[config.mk]
export PLATFORM = sky130hd
export DESIGN_NAME = lane_aligner
export DESIGN_NICKNAME = d
export VERILOG_FILES = /design/src/rtl/lane_align_pkg.sv /design/src/rtl/la_limit.sv /design/src/rtl/la_store.sv /design/src/rtl/la_ctrl.sv /design/src/rtl/lane_aligner.sv
export SDC_FILE = /design/constraint.sdc
export NUM_CORES = 2
export LEC_CHECK = 0
export ABC_AREA = 0
export BUFFER_PORTS_ARGS = -buffer_cell sky130_fd_sc_hd__buf_2
export CAP_MARGIN = 25
export CORE_UTILIZATION = 60
export DETAILED_ROUTE_END_ITERATION = 10
export PLACE_DENSITY = 0.77
export SLEW_MARGIN = 25
export SYNTH_ARGS = -nofsm -noshare
export SYNTH_HDL_FRONTEND = slang
export SYNTH_SLANG_ARGS = --single-unit
[constraint.sdc]
create_clock -name clk -period 4.38 [get_ports clk]
set_clock_uncertainty 0.05 [all_clocks]
set_input_delay 0.219 -clock clk [delete_from_list [all_inputs] [get_ports clk]]
set_output_delay 0.219 -clock clk [all_outputs]
set_load 0.05 [all_outputs]
[src/rtl/lane_align_pkg.sv]
package lane_align_pkg;

  typedef enum logic [1:0] {
    LS_INIT = 2'd0,
    LS_CGS  = 2'd1,
    LS_ILAS = 2'd2,
    LS_DATA = 2'd3
  } link_state_e;

  typedef enum logic [1:0] {
    ST_IDLE   = 2'd0,
    ST_ARMED  = 2'd1,
    ST_REPLAY = 2'd2,
    ST_FAULT  = 2'd3
  } align_state_e;

  typedef struct packed {
    logic       k;
    logic       disp_err;
    logic       nit_err;
    logic [7:0] data;
  } lane_char_t;

  localparam logic [7:0] MARKER_OCTET = 8'h7C;
  localparam logic [7:0] COMMA_OCTET  = 8'hBC;
  localparam lane_char_t FILLER_CHAR  = '{k: 1'b1, disp_err: 1'b0, nit_err: 1'b0, data: 8'hBC};

endpackage

[src/rtl/la_limit.sv]
module la_limit #(
  parameter int OCT_W = 9,
  parameter int FRM_W = 6,
  parameter int DEPTH = 256,
  localparam int CW   = $clog2(DEPTH) + 1,
  localparam int PW   = OCT_W + FRM_W
) (
  input  logic [OCT_W-1:0] cfg_octets,
  input  logic [FRM_W-1:0] cfg_frames,
  output logic [CW-1:0]    limit
);
  logic [PW-1:0] product;

  always_comb begin
    product = PW'(cfg_octets) * PW'(cfg_frames);
    if (product > PW'(DEPTH)) limit = CW'(DEPTH);
    else                      limit = CW'(product);
  end
endmodule

[src/rtl/la_store.sv]
module la_store
  import lane_align_pkg::*;
#(
  parameter int DEPTH = 256,
  localparam int AW   = $clog2(DEPTH)
) (
  input  logic          clk,
  input  logic          we,
  input  logic [AW-1:0] wr_addr,
  input  lane_char_t    wr_char,
  input  logic [AW-1:0] rd_addr,
  output lane_char_t    rd_char
);
  lane_char_t mem [DEPTH];

  always_ff @(posedge clk) begin
    if (we) mem[wr_addr] <= wr_char;
  end

  assign rd_char = mem[rd_addr];
endmodule

[src/rtl/la_ctrl.sv]
module la_ctrl
  import lane_align_pkg::*;
#(
  parameter int DEPTH = 256,
  localparam int AW   = $clog2(DEPTH),
  localparam int CW   = AW + 1
) (
  input  logic          clk,
  input  logic          rst_n,
  input  logic [1:0]    link_state,
  input  logic          start,
  input  logic          marker_seen,
  input  logic [CW-1:0] limit,
  output logic          we,
  output logic          rd_en,
  output logic [AW-1:0] wr_addr,
  output logic [AW-1:0] rd_addr,
  output logic          ready,
  output logic          aligned,
  output logic          error
);
  align_state_e state_q, state_d;
  logic [AW-1:0] wr_ptr, rd_ptr, gap;
  logic [CW-1:0] fill;
  logic link_reset, arm, go, overflow;

  always_comb begin
    link_reset = (link_state == LS_INIT) || (link_state == LS_CGS);
    arm        = (state_q == ST_IDLE) && (link_state == LS_ILAS) && marker_seen;
    go         = (state_q == ST_ARMED) && start && (link_state == LS_DATA);
    overflow   = (state_q == ST_ARMED) && !go && !link_reset && (fill >= limit);
    we         = arm
               || ((state_q == ST_ARMED) && !overflow && !link_reset)
               || ((state_q == ST_REPLAY) && !link_reset);
    rd_en      = go || ((state_q == ST_REPLAY) && !link_reset);
  end

  always_comb begin
    state_d = state_q;
    if (state_q != ST_FAULT && link_reset) state_d = ST_IDLE;
    else begin
      case (state_q)
        ST_IDLE:   if (arm) state_d = ST_ARMED;
        ST_ARMED:  if (go) state_d = ST_REPLAY;
                   else if (overflow) state_d = ST_FAULT;
        default:   state_d = state_q;
      endcase
    end
  end

  always_ff @(posedge clk or negedge rst_n) begin
    if (!rst_n) begin
      state_q <= ST_IDLE;
      wr_ptr  <= '0;
      rd_ptr  <= '0;
      fill    <= '0;
    end else begin
      state_q <= state_d;
      if (link_reset || overflow) begin
        wr_ptr <= '0;
        rd_ptr <= '0;
        fill   <= '0;
      end else begin
        if (we)    wr_ptr <= wr_ptr + 1'b1;
        if (rd_en) rd_ptr <= rd_ptr + 1'b1;
        if (arm)   fill   <= CW'(1);
        else if ((state_q == ST_ARMED) && we && !go) fill <= fill + 1'b1;
      end
    end
  end

  assign wr_addr = wr_ptr;
  assign rd_addr = rd_ptr;
  assign gap     = wr_ptr - rd_ptr;
  assign ready   = (state_q == ST_ARMED) || (state_q == ST_REPLAY);
  assign aligned = (state_q == ST_REPLAY);
  assign error   = (state_q == ST_FAULT);

  // replay never runs without the lane being armed
  assert_aligned_needs_ready_R4: assert property (@(posedge clk) disable iff (!rst_n)
    aligned |-> ready);

  // error is sticky until reset
  assert_error_sticky_R7: assert property (@(posedge clk) disable iff (!rst_n)
    error |=> error);

  // a faulted lane never reports ready
  assert_fault_not_ready_R7: assert property (@(posedge clk) disable iff (!rst_n)
    error |-> !ready);

  // pointer gap frozen during replay, so latency is fixed
  assert_gap_steady_R6: assert property (@(posedge clk) disable iff (!rst_n)
    (aligned && !link_reset) |=> $stable(gap));

  // storage never exceeds its depth
  assert_no_overflow_R7: assert property (@(posedge clk) disable iff (!rst_n)
    fill <= CW'(DEPTH));
endmodule

[src/rtl/lane_aligner.sv]
module lane_aligner
  import lane_align_pkg::*;
#(
  parameter int OCT_W = 9,
  parameter int FRM_W = 6,
  parameter int DEPTH = 256,
  localparam int AW   = $clog2(DEPTH),
  localparam int CW   = AW + 1
) (
  input  logic             clk,
  input  logic             rst_n,
  input  logic [OCT_W-1:0] cfg_octets,
  input  logic [FRM_W-1:0] cfg_frames,
  input  logic [1:0]       link_state,
  input  logic             start,
  input  logic             in_k,
  input  logic             in_disp_err,
  input  logic             in_nit_err,
  input  logic [7:0]       in_data,
  output logic             out_k,
  output logic             out_disp_err,
  output logic             out_nit_err,
  output logic [7:0]       out_data,
  output logic             ready,
  output logic             aligned,
  output logic             error
);
  lane_char_t in_char, rd_char, out_q;
  logic [CW-1:0] limit;
  logic [AW-1:0] wr_addr, rd_addr;
  logic we, rd_en, marker_seen;

  assign in_char     = '{k: in_k, disp_err: in_disp_err, nit_err: in_nit_err, data: in_data};
  assign marker_seen = in_k && (in_data == MARKER_OCTET);

  la_limit #(.OCT_W(OCT_W), .FRM_W(FRM_W), .DEPTH(DEPTH)) u_limit (
    .cfg_octets (cfg_octets),
    .cfg_frames (cfg_frames),
    .limit      (limit)
  );

  la_ctrl #(.DEPTH(DEPTH)) u_ctrl (
    .clk         (clk),
    .rst_n       (rst_n),
    .link_state  (link_state),
    .start       (start),
    .marker_seen (marker_seen),
    .limit       (limit),
    .we          (we),
    .rd_en       (rd_en),
    .wr_addr     (wr_addr),
    .rd_addr     (rd_addr),
    .ready       (ready),
    .aligned     (aligned),
    .error       (error)
  );

  la_store #(.DEPTH(DEPTH)) u_store (
    .clk     (clk),
    .we      (we),
    .wr_addr (wr_addr),
    .wr_char (in_char),
    .rd_addr (rd_addr),
    .rd_char (rd_char)
  );

  always_ff @(posedge clk or negedge rst_n) begin
    if (!rst_n) out_q <= FILLER_CHAR;
    else        out_q <= rd_en ? rd_char : FILLER_CHAR;
  end

  assign out_k        = out_q.k;
  assign out_disp_err = out_q.disp_err;
  assign out_nit_err  = out_q.nit_err;
  assign out_data     = out_q.data;

  // filler whenever replay is not running
  assert_filler_idle_R2: assert property (@(posedge clk) disable iff (!rst_n)
    !aligned |-> (out_k && !out_disp_err && !out_nit_err && out_data == COMMA_OCTET));

  // marker in ILAS arms an idle lane
  assert_marker_arms_R3: assert property (@(posedge clk) disable iff (!rst_n)
    (!ready && !error && link_state == LS_ILAS && marker_seen) |=> ready);
endmodule

# Yosys cells after proc, flatten, opt, wreduce, memory -nomap -nowiden
# Memory sizes are Yosys's and may differ from the RTL's.
# Index checks and enable logic that the tools add are counted.
# op_classes
n_addsub	3
n_mul	1
magnitude_cmp	2
n_eq_ne	10
n_mux	16
n_reduce_logical	30
# op_table
op	count
two-way mux 9 bit	4
two-way mux 8 bit	4
adder 8 x 1 -> 8 bit, second input constant	2
> comparator 15 x 9 -> 1 bit, second input constant	1
multiplier 9 x 6 -> 15 bit	1
logical AND 1 bit	14
two-way mux 11 bit	1
adder 9 x 1 -> 9 bit, second input constant	1
greater-or-equal comparator 9 bit	1
== test 2 bit, second input constant	4
== test 8 x 7 -> 1 bit, second input constant	1
two-way mux 2 bit	4
logical OR 1 bit	6
nonzero test 3 bit	2
== test 2 x 1 -> 1 bit, second input constant	2
zero test 2 bit	2
!= test 4 x 2 -> 1 bit, second input constant	1
one-hot mux 2 bit (2 select lines)	1
nonzero test 2 bit	2
zero test 1 bit	3
!= test 3 x 2 -> 1 bit, second input constant	1
AND reduction 3 bit	1
two-way mux 1 bit	2
!= test 2 bit, second input constant	1
# totals
ff_bits	38
ramBits	2816
out_inout_bits	14
mem_count	1
# memory_table
name	depth	word_bits	read_ports	rd_ports_with_merged_regs	wr	line_no	text
u_store.mem	256	11	1	0	1	la_store.sv:14	lane_char_t mem [DEPTH];

# Longest topological paths before layout
# logic_depth
ltp_word	17
depth_mapped	27

# By module
# Synthesis repeated with hierarchy kept, for this count alone.
# unflattened
cells_unflattened	5448
hier_area_um2	112604.2
# by_module_without_submodules
module	n_inst	cells_each	area_each_um2	seq_area_each_um2
la_store	1	4988	108492.8	84561.1
la_limit	1	241	1973.1	0.0
la_ctrl	1	192	1750.4	675.6
lane_aligner	1	27	387.9	282.8

# Least setup slack after synthesis
# OpenSTA, ideal clock, no wires.
# synth_path
kind	input -> register
start	in cfg_frames[0]
end	mem u_store.mem[150][0] (netlist bit) (enable)
t_arrival_ns	6.531
required_ns	3.937
path_slack_ns	-2.594
stages	25
n_path_buf	2
cell_sequence	and2_1 > fa_1 > inv_1 > fa_1 > fa_1 > inv_1 > ha_1 > nor2b_1 > o21a_1 > o21a_1 > o41a_1 > a211o_1 > a41oi_2 > and4bb_1 > nand2_1 > ha_1 > a21oi_1 > nor2b_1 > o21ai_0 > o2111ai_1 > nand2_1 > nand2_1 > clkbuf_1 > buf_1 > nor3_1
# synth_via
elab_chain_cells	12
# synth_rtl
item	line_no	text
start, declared	lane_aligner.sv:13	input logic [FRM_W-1:0] cfg_frames,
multiplier 9 x 6 -> 15 bit *	la_limit.sv:15	product = PW'(cfg_octets) * PW'(cfg_frames);
> comparator 15 x 9 -> 1 bit	la_limit.sv:16	if (product > PW'(DEPTH)) limit = CW'(DEPTH);
two-way mux 9 bit *	la_limit.sv:16	
greater-or-equal comparator 9 bit *	la_ctrl.sv:31	overflow = (state_q == ST_ARMED) && !go && !link_reset && (fill >= limit);
logical AND 1 bit *	la_ctrl.sv:31	
zero test 1 bit *	la_ctrl.sv:33	|| ((state_q == ST_ARMED) && !overflow && !link_reset)
logical AND 1 bit * (2 in a row)	la_ctrl.sv:33	
logical OR 1 bit *	la_ctrl.sv:33	
logical OR 1 bit *	la_ctrl.sv:34	|| ((state_q == ST_REPLAY) && !link_reset);
two-way mux 1 bit *	la_store.sv:17	if (we) mem[wr_addr] <= wr_char;
two-way mux 1 bit (not written as such) *	la_store.sv:17	
end, declared	la_store.sv:14	
# Every way passes the cells marked *; elsewhere a longest branch is shown, timed or not.

# Final worst setup path
# layout_path
start	in cfg_frames[2]
end	mem u_store.mem[157][5] (netlist bit) (enable)
# The elaborated chain is that of the path after synthesis.

==> impl_metrics.ini <==
[synth]
syn-num-nets = 5310
synth_area_leaders = edfxtp_1, mux4_2, mux2i_1
synth_area_leader_cell = edfxtp_1
syn-instance-count = 5208
syn_avg_cell_area_um2 = 21.54
synthFlopType = edfxtp_1
ys_warn_count = 0
seq_area_frac_synth = 0.7624
synth_area_um2 = 112200
ys_ff_latch = 2854
netlist.area_leader.share = 0.7538
synth.distinct_cells = 65
async_reset_ff_frac = 0.01331
synth-edff-count = 2816

[drt]
wl_um = 315000
dr.pass1.iters = 7
drc = 0
first_iter_violations = 9312
via_count = 60650
post_drt_wl_per_cell_um = 36.53
antenna_left = 0
vias_per_cell = 7.033

[timing]
min_period_over_period = 1.305
slew_headroom = 0.1980
setup_viol = 2843
worst_pin_slew_ns = 1.202
finalHoldViolations = 0
slew_viol_final = 0
max_clock_freq_mhz = 174.9
finalWorstSetupSlack_ns = -1.336
finalSetupTns_ns = -3424.65
fin_crit_ns = 5.716
rsz0062_at_grt = true

[global_routing]
grt_pass1_wl_um = 443800
antenna_found_initial = 12
track_usage = 0.3387
grt_pass1_vias = 60960
grt-ovfl-total = 0
grt_max_degree = 149

[placed_design]
finalWeightedCongestion = 0.9228
place_area_um2 = 122600
io_buffers = 44
place_hpwl_um = 187400

[worst_hold_path]
min_path_type = in2reg
min_from = in_disp_err
hold_depth = 1

[layout]
final_cell_area_um2 = 133100
nFillCells = 10080
layout-drive-gt1-share = 0.3462
fin_nets = 6036
multi_input_area_um2 = 27030
final_cell_mix = edfxtp_1, mux4_2, buf_4
final_common_cell = edfxtp_1
area_growth_pct = 18.64
regArea_um2 = 85530

[cts]
tritoncts = done
numCtsBuffers = 295
path_clk_slew_ns = 0.06
htree_num_levels = 5
clock_sinks = 2854
clk_latency_ns = 0.95
clockBufferDepth = 4
root_buffer = clkbuf_16

[power]
irDropWorstVdd_mv = 0.5988
p_leak_nw = 42.12
power_density_nw_per_um2 = 464.7

[outcome]
status = finished, violations left
violations = setup timing

[die]
initial_utilization = 0.6043
die_w_um = 434.4
pin_count = 45
die_area_um2 = 188700
die_h_um = 434.4
rows = 158
core-area_um2 = 185600

[worst_setup_path]
crit_start = cfg_frames[2]
critPathCaptureType = flop
r2r_start = u_ctrl.rd_addr[0]$_DFFE_PN0P_
reg2reg_depth = 7
required_ns = 5.01
cp_max_fo = 18
critical_path.startpoint_type = input pin
path_class = in2reg
worstPathArrival_ns = 6.35
r2r_slack_ns = 0.22

[flow_run]
maxCapViolCount = 0
-- layout make-up --
type,instances,share of cell area
inverters,55,0.001551
diodes,8,0.0001504
multi-input cells,2002,0.2031
clock inverters,137,0.009758
flip-flops and latches,2854,0.6427
clock buffers,362,0.05886
repair buffers,726,0.06058
well taps,2480,0.02331
-- synthesized netlist by cell type (all sizes together), types with 32 or more instances --
| cell | count |
|---|---|
| a211oi | 32 |
| a21oi | 80 |
| a22oi | 59 |
| and2 | 59 |
| buf | 163 |
| clkbuf | 134 |
| dfrtp | 32 |
| edfxtp | 2816 |
| ha | 42 |
| inv | 54 |
| mux2i | 157 |
| mux4 | 714 |
| nand2 | 85 |
| nor2 | 135 |
| nor3 | 205 |
| o21ai | 40 |
| o22ai | 81 |
-- per-stage QoR --
stage | hold slack, ns | std cells | total power, mW | utilization | worst slack (ns)
floorplan | -0.1266 | 5208 | 35.08 | - | -2.023
global placement | 0.3905 | 8065 | 37.69 | 0.6606 | -2.463
detailed placement | 0.3959 | 8066 | 37.79 | 0.6607 | -2.498
CTS | 0.02267 | 8604 | 61.79 | 0.7149 | -1.222
global route | 0.05430 | 8617 | 63.19 | 0.7169 | -1.510
finish | 0.005967 | 8624 | 61.85 | 0.7170 | -1.336
-- state kept, by name (all words and copies together), names as in the netlist --
name	cells
u_ctrl.state_q	2
out_k	1
out_nit_err	1
u_ctrl.fill	9
out_data	8
u_ctrl.wr_addr	8
u_ctrl.rd_addr	8
u_store.mem	2816
out_disp_err	1
-- critical path, stage by stage --
cell and delay, ns:
buf_8 0.11, and2_4 0.16, fa_1 0.55, inv_2 0.04
fa_1 0.48, fa_1 0.51, inv_2 0.05, ha_4 0.21
nor2b_4 0.11, o21a_1 0.20, o21a_1 0.20, o41a_1 0.36
a211o_1 0.26, a41oi_2 0.21, and4bb_2 0.32, nand2_1 0.11
ha_4 0.28, and4_4 0.20, nand2_1 0.11, o2111ai_4 0.40
nand2_2 0.19, nand2_8 0.29, buf_12 0.26, buf_4 0.21
nor3_4 0.05, buf_12 0.20
-- kinds of logic (layout without fill, tap and decap cells) --
| logic type | count (synthesis) | after routing | share of synthesized area |
|---|---|---|---|
| muxes | 884 | 884 | 0.1587 |
| AOI/OAI and AO/OA | 431 | 431 | 0.02624 |
| DFF | 2854 | 2854 | 0.7624 |
| buffers and inverters | 352 | 1280 | 0.01530 |
| and+or+nand+nor | 596 | 596 | 0.02601 |
| adders and majority gates | 71 | 71 | 0.009860 |
| other | 0 | 8 | 0 |
| xor gates and xnor gates | 20 | 20 | 0.001562 |
-- worst paths after layout --
path	end
max in group asynchronous	u_ctrl.state_q[1]$_DFFE_PN0P_
max reg2reg	out_nit_err$_DFF_PN0_
max	u_store.mem[157][5]$_DFFE_PP_
min in group asynchronous	out_nit_err$_DFF_PN0_
min reg2reg	u_ctrl.wr_addr[5]$_DFFE_PN0P_
min	u_store.mem[177][9]$_DFFE_PP_
-- metal layers --
metal,vias up,share of wire,wire length [um],global-route usage
met2,5012,0.47,148400,0.5159
met3,984,0.13,40100,0.09501
met5,-,0.00037,115,0
li1,23430,-,-,-
met1,31220,0.33,105000,0.4412
met4,14,0.068,21490,0.2015
-- power breakdown --
group	leakage, nW	internal (mW)	switching [mW]
clock network	4.49	14.1	10.2
registers	25.8	30.1	0.140
logic	11.8	2.95	4.37
total	42.1	47.2	14.7
-- timing repair --
item,in CTS,in global routing
cloned,19,5
pin swaps,31,14
setup buffers,4,5
setup endpoints to repair,2843,2843
resized for setup,151,68
hold buffers,16,0
hold endpoints to repair,380,0
(Power assumes the default switching activity.)
